File: src/rtl/pml_pkg.sv
package pml_pkg;
    localparam int TGT_W = 6;

    typedef struct packed {
        logic             active;
        logic             inv;
        logic             zero;
        logic [TGT_W-1:0] target;
    } pred_ent_t;
endpackage

File: src/rtl/pml_cfg_table.sv
module pml_cfg_table
    import pml_pkg::*;
#(
    parameter int NREG = 32,
    localparam int IDX_W = $clog2(NREG)
) (
    input  logic             clk,
    input  logic             rst_n,
    input  logic             wr_en,
    input  logic             wr_pred,
    input  logic [IDX_W-1:0] wr_idx,
    input  pred_ent_t        wr_ent,
    input  logic [IDX_W-1:0] rd_idx,
    output logic             rd_redir,
    output pred_ent_t        rd_ent
);
    typedef struct packed {
        logic [NREG-1:0]      redir;
        pred_ent_t [NREG-1:0] pred;
    } tbl_t;

    tbl_t tbl_d, tbl_q;

    always_comb begin
        tbl_d = tbl_q;
        if (wr_en) begin
            if (wr_pred) tbl_d.pred[wr_idx] = wr_ent;
            else         tbl_d.redir[wr_idx] = wr_ent.active;
        end
    end

    always_ff @(posedge clk or negedge rst_n) begin
        if (!rst_n) tbl_q <= '0;
        else        tbl_q <= tbl_d;
    end

    assign rd_redir = tbl_q.redir[rd_idx];
    assign rd_ent   = tbl_q.pred[rd_idx];

    assert_pred_write_R9: assert property (@(posedge clk) disable iff (!rst_n)
        (wr_en && wr_pred) |=> (tbl_q.pred[$past(wr_idx)] == $past(wr_ent)));
    assert_redir_write_R9: assert property (@(posedge clk) disable iff (!rst_n)
        (wr_en && !wr_pred) |=> (tbl_q.redir[$past(wr_idx)] == $past(wr_ent.active)));
    assert_idle_stable_R9: assert property (@(posedge clk) disable iff (!rst_n)
        !wr_en |=> $stable(tbl_q));
endmodule

File: src/rtl/pml_mask_sel.sv
module pml_mask_sel
    import pml_pkg::*;
#(
    parameter int XLEN = 64,
    localparam int EIDX_W = $clog2(XLEN)
) (
    input  logic              redir_on,
    input  pred_ent_t         ent,
    input  logic [XLEN-1:0]   rf_rdata,
    input  logic [EIDX_W-1:0] elem_idx,
    input  logic [TGT_W-1:0]  remap_reg,
    output logic [XLEN-1:0]   mask,
    output logic              zeroing,
    output logic              elem_en,
    output logic [TGT_W-1:0]  sel_reg
);
    logic live;

    always_comb begin
        live    = redir_on && ent.active;
        mask    = '1;
        zeroing = 1'b0;
        if (live) begin
            mask    = ent.inv ? ~rf_rdata : rf_rdata;
            zeroing = ent.zero;
        end
        elem_en = mask[elem_idx];
        sel_reg = elem_en ? remap_reg : '0;
    end
endmodule

File: src/rtl/pred_mask_lookup.sv
module pred_mask_lookup
    import pml_pkg::*;
#(
    parameter int XLEN = 64,
    parameter int NREG = 32,
    localparam int IDX_W  = $clog2(NREG),
    localparam int EIDX_W = $clog2(XLEN),
    localparam int NCLASS = 2
) (
    input  logic              clk,
    input  logic              rst_n,
    input  logic              cfg_we,
    input  logic              cfg_pred,
    input  logic              cfg_fp,
    input  logic [IDX_W-1:0]  cfg_idx,
    input  logic              cfg_active,
    input  logic              cfg_inv,
    input  logic              cfg_zero,
    input  logic [TGT_W-1:0]  cfg_target,
    input  logic [IDX_W-1:0]  op_idx,
    input  logic              op_fp,
    input  logic [EIDX_W-1:0] elem_idx,
    input  logic [TGT_W-1:0]  remap_reg,
    output logic [TGT_W-1:0]  rf_raddr,
    input  logic [XLEN-1:0]   rf_rdata,
    output logic [XLEN-1:0]   mask,
    output logic              zeroing,
    output logic              elem_en,
    output logic [TGT_W-1:0]  sel_reg
);
    pred_ent_t wr_ent;
    logic      cls_redir [NCLASS];
    pred_ent_t cls_ent   [NCLASS];
    logic      sel_redir;
    pred_ent_t sel_ent;

    assign wr_ent = '{active: cfg_active, inv: cfg_inv, zero: cfg_zero, target: cfg_target};

    for (genvar c = 0; c < NCLASS; c++) begin : g_class
        pml_cfg_table #(.NREG(NREG)) u_tbl (
            .clk     (clk),
            .rst_n   (rst_n),
            .wr_en   (cfg_we && (cfg_fp == 1'(c))),
            .wr_pred (cfg_pred),
            .wr_idx  (cfg_idx),
            .wr_ent  (wr_ent),
            .rd_idx  (op_idx),
            .rd_redir(cls_redir[c]),
            .rd_ent  (cls_ent[c])
        );
    end

    assign sel_redir = cls_redir[op_fp];
    assign sel_ent   = cls_ent[op_fp];
    assign rf_raddr  = sel_ent.target;

    pml_mask_sel #(.XLEN(XLEN)) u_sel (
        .redir_on (sel_redir),
        .ent      (sel_ent),
        .rf_rdata (rf_rdata),
        .elem_idx (elem_idx),
        .remap_reg(remap_reg),
        .mask     (mask),
        .zeroing  (zeroing),
        .elem_en  (elem_en),
        .sel_reg  (sel_reg)
    );

    assert_redir_off_ones_R2: assert property (@(posedge clk) disable iff (!rst_n)
        !sel_redir |-> (mask == '1 && !zeroing));
    assert_pred_off_ones_R3: assert property (@(posedge clk) disable iff (!rst_n)
        (sel_redir && !sel_ent.active) |-> (mask == '1 && !zeroing));
    assert_fetch_plain_R4: assert property (@(posedge clk) disable iff (!rst_n)
        (sel_redir && sel_ent.active && !sel_ent.inv) |-> (mask == rf_rdata));
    assert_fetch_inv_R5: assert property (@(posedge clk) disable iff (!rst_n)
        (sel_redir && sel_ent.active && sel_ent.inv) |-> (mask == ~rf_rdata));
    assert_disabled_sel_zero_R8: assert property (@(posedge clk) disable iff (!rst_n)
        !elem_en |-> (sel_reg == '0));
endmodule

File: config.mk
export PLATFORM = sky130hd
export DESIGN_NAME = pred_mask_lookup
export DESIGN_NICKNAME = d
export VERILOG_FILES = /design/src/rtl/pml_pkg.sv /design/src/rtl/pml_cfg_table.sv /design/src/rtl/pml_mask_sel.sv /design/src/rtl/pred_mask_lookup.sv
export SDC_FILE = /design/constraint.sdc
export NUM_CORES = 1
export LEC_CHECK = 0
export ABC_AREA = 0
export BUFFER_PORTS_ARGS = -buffer_cell sky130_fd_sc_hd__buf_2
export CAP_MARGIN = 30
export CORE_MARGIN = 2
export CORE_UTILIZATION = 55
export DETAILED_ROUTE_END_ITERATION = 8
export PLACE_DENSITY = 0.83
export SKIP_LAST_GASP = 1
export SYNTH_ARGS = -nofsm -noshare
export SYNTH_HDL_FRONTEND = slang
export SYNTH_SLANG_ARGS = --single-unit
export TNS_END_PERCENT = 50
File: constraint.sdc
create_clock -name clk -period 4 [get_ports clk]
set_clock_uncertainty 0.1 [all_clocks]
set_input_delay 0 -clock clk [delete_from_list [all_inputs] [get_ports clk]]
set_output_delay 0 -clock clk [all_outputs]
set_load 0.02 [all_outputs]
# Yosys cells after proc, flatten, opt, wreduce, memory -nomap -nowiden
# Index checks and enable logic that the tools add are counted.
totals:
  output_inout_bits: 78
  input_bits: 101
  elab_cells: 303
  ff_bits: 640
op_classes:
  bitwise_logic: 4
  mux: 28
  order_cmp: 5
  reduce_logical: 8
op_table:
  columns: ["operator", "n"]
  rows:
  - ["$bwmux W288", 2]
  - ["$mux W64", 2]
  - ["$bmux W9 S5", 2]
  - ["$bwmux W32", 2]
  - ["$not A64 Y64", 1]
  - ["$mux W9", 6]
  - ["$demux W9 S5", 1]
  - ["$lt A5 B6 Y1 const B", 2]
  - ["$bmux W1 S5", 2]
  - ["$mux W1", 8]
  - ["$reduce_and A2 Y1", 4]
  - ["$lt A6 B7 Y1 const B", 1]
  - ["$bmux W1 S6", 1]
  - ["$mux W6", 1]
  - ["$demux W1 S5", 1]
  - ["$ge A5 B1 Y1 const B", 1]
  - ["$logic_and A1 B1 Y1", 4]
  - ["$ge A2 B2 Y1 const B", 1]
  - ["$not A1 Y1", 2]
  - ["$not A1 Y2", 1]

# Logic depth before layout (Yosys ltp)
# Gate-level depths: netlist of the first run.
logic_depth:
  word_depth: 10
  ltp_mapped: 14

# Cells and area by module
# Synthesis of the first run repeated with hierarchy kept, for this count alone.
hier_totals:
  cells_unflattened: 2502
  hier_area_um2: 32302.2
by_module_without_submodules:
  columns: ["mod", "cells_each", "seq_area_each_um2", "n_inst", "area_per_inst_um2"]
  rows:
  - ["pml_cfg_table", 1125, 8007.7, 2, 15139.5]
  - ["pml_mask_sel", 233, 0.0, 1, 1804.2]
  - ["pred_mask_lookup", 19, 0.0, 1, 219.0]

# Worst setup path before layout of the first run
# Ideal clock, no wire load.
synth_timing:
  kind: "reg-to-output"
  from: "register g_class[1].u_tbl.tbl_q[52] (netlist name)"
  to: "output sel_reg[0]"
  arrival_time_ns: 2.939
  stages_incl_launch_ff: 13
  path_buffers: 3
  path_slack_ns: 0.961
  required_time_ns: 3.900
  path_cell_list: "dfrtp_1 -> mux4_1 -> mux2i_1 -> nor2_1 -> nor4b_4 -> or2_1 -> buf_6 -> buf_6 -> nand3_1 -> o22ai_1 -> and4b_4 -> buf_6 -> o32ai_1"
synth_via:
  elab_chain_cells: 10
synth_lines:
  columns: ["element", "line", "source"]
  rows:
  - ["start, declared", "pml_cfg_table.sv:22", "tbl_t tbl_d, tbl_q;"]
  - ["start signal, assigned", "pml_cfg_table.sv:34", "else tbl_q <= tbl_d;"]
  - ["$bmux W9 S5", "pml_cfg_table.sv:38", "assign rd_ent = tbl_q.pred[rd_idx];"]
  - ["$mux W9 (not written as such)", "pml_cfg_table.sv:38", null]
  - ["$mux W9 (not written as such) (3 in a row)", "pred_mask_lookup.sv:54", "assign sel_ent = cls_ent[op_fp];"]
  - ["$mux W64", "pml_mask_sel.sv:24", "mask = ent.inv ? ~rf_rdata : rf_rdata;"]
  - ["$mux W64", "pml_mask_sel.sv:23", "if (live) begin"]
  - ["$bmux W1 S6", "pml_mask_sel.sv:27", "elem_en = mask[elem_idx];"]
  - ["$mux W1 (not written as such)", "pml_mask_sel.sv:27", null]
  - ["$mux W6", "pml_mask_sel.sv:28", "sel_reg = elem_en ? remap_reg : '0;"]
  - ["end, declared", "pred_mask_lookup.sv:29", "output logic [TGT_W-1:0] sel_reg"]
# Every way passes these cells. The select of a mux whose other input is x is not followed.

# Final worst setup path of the first run
layout_timing:
  from: "register g_class[0].u_tbl.tbl_q[286] (netlist name)"
  to: "output sel_reg[4]"
layout_via:
  elab_chain_cells: 10
layout_lines:
  columns: ["element", "line"]
  rows:
  - ["start, declared", "pml_cfg_table.sv:22"]
  - ["start signal, assigned", "pml_cfg_table.sv:34"]
  - ["$bmux W9 S5", "pml_cfg_table.sv:38"]
  - ["$mux W9 (not written as such)", "pml_cfg_table.sv:38"]
  - ["$mux W9 (not written as such) (3 in a row)", "pred_mask_lookup.sv:54"]
  - ["$mux W64", "pml_mask_sel.sv:24"]
  - ["$mux W64", "pml_mask_sel.sv:23"]
  - ["$bmux W1 S6", "pml_mask_sel.sv:27"]
  - ["$mux W1 (not written as such)", "pml_mask_sel.sv:27"]
  - ["$mux W6", "pml_mask_sel.sv:28"]
# Every way passes these cells. The select of a mux whose other input is x is not followed.

==> results of run 1 <==
==> how the worst min path moves through the flow <==
stage / slack [ps] / to / depth (start not counted) / start
3_5_place_dp: 40 / g_class[0].u_tbl.tbl_q[5] / 1 / rst_n
4_1_cts: 0.3 / g_class[0].u_tbl.tbl_q[290] / 5 / cfg_idx[2]
3_3_place_gp: 20 / g_class[0].u_tbl.tbl_q[5] / 1 / rst_n
2_1_floorplan: -400 / g_class[0].u_tbl.tbl_q[0] / 0 / rst_n
5_1_grt: 40 / g_class[0].u_tbl.tbl_q[94] / 2 / rst_n
6_report: -30 / g_class[0].u_tbl.tbl_q[94] / 2 / rst_n
==> critical path: stages, from the launching register on <==
cell     delay, ps
dfrtp_1        350
mux2i_1        120
a22oi_2        260
a21oi_1        110
o41a_1         600
or2_1          310
buf_6          160
or3_1          340
o22ai_1        150
and4b_4        250
o32ai_1        280
buf_2          210
==> power by group through the flow <==
stage               registers [W]  logic (W)  clock network, W
global route              0.00734    0.00233           0.00656
global placement          0.00734    0.00204                 0
floorplan                 0.00728    0.00145                 0
detailed placement        0.00739    0.00212                 0
finish                    0.00729    0.00219           0.00621
CTS                       0.00728    0.00216           0.00628
==> layout make-up <==
cell class	instances	area [um^2]
fill	4024	20800
sequential	640	16000
multi-input combinational	1427	14600
clock buffer	95	1860
timing repair buffer	265	1770
tap	756	946
clock inverter	19	284
inverter	11	41.3
antenna	2	5.00
==> routing by layer <==
layer  GRT usage (%)  routed length [um]  vias up  part of all wire (%)
li1                -                   -     8565                     -
met1            39.2               34000    10900                    41
met2            45.6               40200      834                    49
met3            4.92                5430      219                   6.6
met4            9.96                2970        4                   3.6
met5               0                  24        -                 0.029
==> metrics by stage <==
step / utilization (%) / setup slack (ps)
final: 63.1 / 148
after global routing: 63.1 / 5.93
after CTS: 62.9 / -0.703
after detailed placement: 58.7 / 315
after global placement: 58.4 / 361
after floorplan: - / 961
==> layout by cell type (no fill, tap or decap), types with 32 or more instances in the layout <==
cell / instances
mux2_2: 640
dfrtp_1: 640
nand2_1: 186
buf_2: 173
mux4_2: 166
nor2_1: 111
xnor2_1: 72
clkbuf_16: 67
buf_4: 58
mux2i_1: 32
==> cell families after synthesis <==
| kind of cell | Yosys count | synth area share [%] |
|---|---|---|
| flip-flops | 640 | 51.1 |
| multiplexers | 840 | 36.0 |
| XOR/XNOR | 72 | 2.01 |
| AND/OR/NAND/NOR | 416 | 6.15 |
| AO/OA/AOI/OAI | 99 | 2.29 |
| buffers and inverters | 174 | 2.44 |
==> timing repair <==
action,CTS,global route
buffers inserted,2,7
endpoints found under the setup margin,7,7
hold buffers,15,0
pin swaps,1,5
gates resized for setup,3,12
endpoints found under the hold margin,150,0
==> key figures, run 1 <==
Logic synthesis
  – Area fraction of the dominant cell type after synthesis: 51.1%
  – Top cells by count, synth: dfrtp_1, mux2_2, nand2_1
  – Number of synthesized register bits: 640
  – Post-synth top area cell: dfrtp_1
  – EDFF count, synth: 0
  – Synth top area cells: dfrtp_1, mux2_2, mux4_2
  – Post-synth cell types: 61
  – Synth Flop Type: dfrtp_1
  – Ys async rst share: 100%
  – Netlist Area Pre-Place: ~0.031 mm^2
  – Mapped Cells: 2241
  – Syn. warnings: 0
  – Sequential share of the synthesized area: 51.1%
  – Post-synthesis average cell area: 14.0 um^2
  – Syn_nets: 2342

STA
  – Fin. Hold Viols: 36
  – Final setup viols: 0
  – Sum Neg Setup Slack: 0 ps
  – Hold Worst Slack: -28.9 ps
  – Fin crit period: 3850 ps
  – Final clock period utilization by the worst path: 96.3%
  – Max_slew headroom: 26.5%
  – Actual slew at the worst max-slew pin: between 1000 and 1500 ps
  – RSZ-0062 raised after global routing: no
  – Fmax: 260 MHz
  – Fin. max-slew vios: 0

Power
  – Cell Pwr Density: 441 mW/mm^2
  – Total power: about 0.016 W
  – Switching portion of total power: 25.3%
  – LEAKAGE: 16.5 nW
  – P_sw: 0.00397 W
  – Cell-internal power: 0.0117 W
  – Peak VDD IR: 301 uV
  – Logic pwr share: 14.0%
  – Clk pwr share: 39.6%
  – Flop pwr share: 46.5%

Critical path
  – R2R setup slack: 2560 ps
  – Crit path capture type: output pin
  – Worst setup path end: sel_reg[4]
  – FF-to-FF End: g_class[0].u_tbl.tbl_q[296]
  – R2R depth: 2
  – CP arrival: 3750 ps
  – CP Launch Type: register
  – Worst Setup SP: g_class[0].u_tbl.tbl_q[286]
  – Critical path peak fanout: 16
  – CP Class: register to output pin
  – Critical Path RT: 3900 ps
  – FF-to-FF Start: g_class[0].u_tbl.tbl_q[296]

Finish
  – Final cell count without fillers: 3215
  – Layout cells sized above 1: between 40% and 50%
  – Top flop regs: g_class.u_tbl.tbl_q x640
  – Biggest register: g_class.u_tbl.tbl_q
  – Max reg flops: 640
  – Post-layout nets: roughly 2500
  – Area grow syn2layout: 13.4%
  – Final instance area: roughly 0.036 mm^2

Global route
  – Vias in the first global route: approximately 22000
  – Largest net degree at the start of global routing: roughly 100
  – Initial antenna violation count: 4
  – Total GRT Usage: 28.3%
  – First-pass GRT wire length: 129 mm
  – Grt ovf: 0

Clock network
  – Clk sinks: 640
  – CTS clk-pin slew, worst paths: 60 ps
  – Worst skew pair latency: 580 ps
  – CTS buffer count: 66
  – Root Driver: clkbuf_16
  – Clock tree buffer depth: 3
  – CTS tree: built
  – Number of H-tree levels: 3

Floorplan
  – Ports: 179
  – Die area: 0.0589 mm^2
  – Rows: 87
  – Core area: 0.0564 mm^2
  – Die Wd: 243 um
  – Die span in y: roughly 240 um
  – Initial Util: 55.6%

Detailed routing
  – DRT iter0 DRCs: between 2000 and 2500
  – DR vias: 20500
  – Antenna Nets Post-Route: 0
  – DR pass1 iterations: 7
  – DR vias/cell: 6.38
  – DRC violations left: 0
  – Final WL: 82.6 mm
  – Routed WL per cell: about 26 um

Outcome
  – Failing checks: hold timing
  – Status: finished with violations

Place
  – Gp weighted congestion: 0.925
  – Post-Place Cells: approximately 3100
  – Placement Cell Area: 0.0331 mm^2
  – Detailed-placement wirelength estimate: 54.3 mm
  – Input/output buffers: 178

Job
  – MaxCap Viol Count: 0

Min path
  – HP Class: input pin to asynchronous set/reset pin
No activity file was read; power rests on OpenSTA's default activity.
==> run 2, diff against run 1 <==
CTS_CLUSTER_DIAMETER = 60   (was not set)
RECOVER_POWER = 25   (was not set)
==> run 2 against run 1 <==
The flow finishes with violations (capacitance limit, slew limit). Non-clock buffer count is 6 higher. Worst hold slack better by 150 ps. Final area grew 0.27%. Critical path depth unchanged.
==> key figures, run 2 (same netlist as run 1, synthesis figures left out) <==
Place
  – Detailed-placement wirelength estimate: 54.3 mm (unchanged)
  – Post-Place Cells: 3075 (unchanged)
  – Placement Cell Area: 0.0331 mm^2 (unchanged)
  – Gp weighted congestion: 0.925 (unchanged)
  – Input/output buffers: 178 (unchanged)

Finish
  – Final instance area: 0.0357 mm^2 (was 0.0356 mm^2)
  – Most frequent cells in the layout: dfrtp_1, mux2_2, nand2_1, buf_2, mux4_2 (was mux2_2, dfrtp_1, nand2_1, buf_2, mux4_2)
  – Post-layout nets: 2519 (was 2512)
  – Max reg flops: 640 (unchanged)
  – Final core utilization: 63.2% (was 63.1%)
  – Area grow syn2layout: 13.7% (was 13.4%)
  – Most common cell after layout, fill and taps aside: dfrtp_1
  – Layout cells sized above 1: 47.4% (was 47.5%)
  – Top flop regs: g_class.u_tbl.tbl_q x640 (unchanged)
  – Final cell count without fillers: 3221 (was 3215)
  – Biggest register: g_class.u_tbl.tbl_q (unchanged)

Power
  – Total power: 0.0158 W (was 0.0157 W)
  – Clk pwr share: 40.0% (was 39.6%)
  – LEAKAGE: 16.5 nW (about the same)
  – Switching portion of total power: 25.1% (was 25.3%)
  – Flop pwr share: 46.2% (was 46.5%)
  – Cell Pwr Density: 443 mW/mm^2 (was 441 mW/mm^2)
  – P_sw: 0.00397 W (about the same)
  – Peak VDD IR: 293 uV (was 301 uV)
  – Cell-internal power: 0.0118 W (was 0.0117 W)
  – Logic pwr share: 13.8% (was 14.0%)

Detailed routing
  – DR pass1 iterations: 5 (was 7)
  – DR vias: 20500 (about the same)
  – Antenna Nets Post-Route: 0 (unchanged)
  – DR vias/cell: 6.35 (was 6.38)
  – Final WL: 81.6 mm (was 82.6 mm)
  – DRT iter0 DRCs: 1720 (was 2055)
  – Routed WL per cell: 25.3 um (was 25.7 um)
  – DRC violations left: 0 (unchanged)

Clock network
  – CTS clk-pin slew, worst paths: 60 ps (about the same)
  – CTS tree: built (unchanged)
  – Number of H-tree levels: 3 (unchanged)
  – Root Driver: clkbuf_16 (unchanged)
  – Worst skew pair latency: 580 ps (about the same)
  – Clk sinks: 640 (unchanged)
  – Clock tree buffer depth: 3 (unchanged)
  – CTS buffer count: 67 (was 66)

STA
  – Final clock period utilization by the worst path: 96.9% (was 96.3%)
  – Final setup viols: 0 (unchanged)
  – Sum Neg Setup Slack: 0 ps (unchanged)
  – RSZ-0062 raised after global routing: no (unchanged)
  – Max_slew headroom: -77.3% (was 26.5%)
  – Actual slew at the worst max-slew pin: 2660 ps (was 1100 ps)
  – Fmax: 258 MHz (was 260 MHz)
  – Fin crit period: 3880 ps (was 3850 ps)
  – Fin. Hold Viols: 0 (was 36)
  – Fin. max-slew vios: 91 (was 0)

Min path
  – WHS Endpoint: g_class[1].u_tbl.tbl_q[238]
  – Hold Startpoint: cfg_target[4]
  – Worst Hold Path Cells: 3
  – HP Class: input pin to register (was input pin to asynchronous set/reset pin)

Critical path
  – CP Launch Type: register (unchanged)
  – Crit path capture type: output pin (unchanged)
  – Critical path peak fanout: 16 (unchanged)
  – CP Class: register to output pin (unchanged)
  – R2R setup slack: 2570 ps (was 2560 ps)
  – R2R depth: 2 (unchanged)
  – FF-to-FF Start: g_class[0].u_tbl.tbl_q[296] (unchanged)
  – CP arrival: 3780 ps (was 3750 ps)
  – Critical Path RT: 3900 ps (about the same)
  – FF-to-FF End: g_class[0].u_tbl.tbl_q[296] (unchanged)

Floorplan
  – Die span in y: 243 um (unchanged)
  – Core area: 0.0564 mm^2 (unchanged)
  – Ports: 179 (unchanged)
  – Initial Util: 55.6% (unchanged)
  – Die area: 0.0589 mm^2 (unchanged)
  – Die Wd: 243 um (unchanged)
  – Rows: 87 (unchanged)

Outcome
  – Failing checks: capacitance limit, slew limit (was hold timing)
  – Status: finished with violations (unchanged)

Global route
  – Vias in the first global route: 21600 (was 21700)
  – Total GRT Usage: 28.1% (was 28.3%)
  – Largest net degree at the start of global routing: 97 (was 103)
  – Grt ovf: 0 (unchanged)
  – First-pass GRT wire length: 128 mm (was 129 mm)
  – Initial antenna violation count: 3 (was 4)

Job
  – MaxCap Viol Count: 1 (was 0)
-- run 2: cell count changes in the layout (fill, tap and decap cells not counted), moves of 2 or more --
cell	delta
dlygate4sd3_1	+6
buf_2	-3
clkbuf_2	+7
clkbuf_16	+4
clkbuf_8	+4
buf_4	-6
bufinv_16	-2
-- run 2: layout make-up --
cell class	instances	area, um^2
diodes	1	2.50
well taps	756	946
inverters	11	41.3
clock buffers	99	2000
multi-input cells	1427	14600
flip-flops and latches	640	16000
fillers	4028	20700
clock inverters	16	219
repair buffers	271	1790
-- run 2: power groups by stage --
stage | clock network, W | logic [W] | registers (W)
global route | 0.00666 | 0.00233 | 0.00734
detailed placement | 0 | 0.00212 | 0.00739
floorplan | 0 | 0.00145 | 0.00728
finish | 0.00632 | 0.00218 | 0.00729
CTS | 0.00639 | 0.00216 | 0.00728
global placement | 0 | 0.00204 | 0.00734
-- run 2: worst max-delay path by stage --
stage | from | endpoint | slack (ps) | cells after the start
3_5_place_dp | op_idx[2] | sel_reg[4] | 310 | 13
3_3_place_gp | op_idx[2] | sel_reg[0] | 360 | 12
6_report | g_class[1].u_tbl.tbl_q[268] | sel_reg[4] | 120 | 11
4_1_cts | g_class[1].u_tbl.tbl_q[296] | elem_en | 50 | 10
2_1_floorplan | g_class[1].u_tbl.tbl_q[52] | sel_reg[0] | 960 | 12
5_1_grt | g_class[0].u_tbl.tbl_q[232] | sel_reg[3] | 6 | 11
-- run 2: critical path: stages, from the launching register on --
cell and delay (ps):
dfrtp_1 390, mux2i_1 100, a22oi_1 290, a21oi_1 120
o41a_1 590, or2_1 300, buf_6 160, or3_1 350
o22ai_1 150, and4b_4 250, o32ai_1 280, buf_2 210
-- run 2: timing repair --
item | in CTS | in global routing
buffers inserted | 2 | 7
pin swaps | 1 | 5
setup endpoints to repair | 7 | 7
hold buffers | 21 | 0
hold endpoints to repair | 171 | 0
gates resized for setup | 4 | 11
-- run 2: layer usage --
metal | GRT usage (%) | wire length, um | vias to the layer above
li1 | - | - | 8586
met1 | 38.7 | 33600 | 10800
met2 | 44.1 | 39200 | 817
met3 | 5.31 | 5540 | 219
met4 | 11.8 | 3280 | 2
met5 | 0 | 13 | -
-- run 2: through the flow --
| stage | hold slack [ps] | worst slack, ps |
|---|---|---|
| after floorplan | -396 | 961 |
| after global placement | 21.6 | 361 |
| after detailed placement | 42.4 | 315 |
| after CTS | 103 | 48.0 |
| after global routing | 152 | 6.35 |
| final | 124 | 124 |
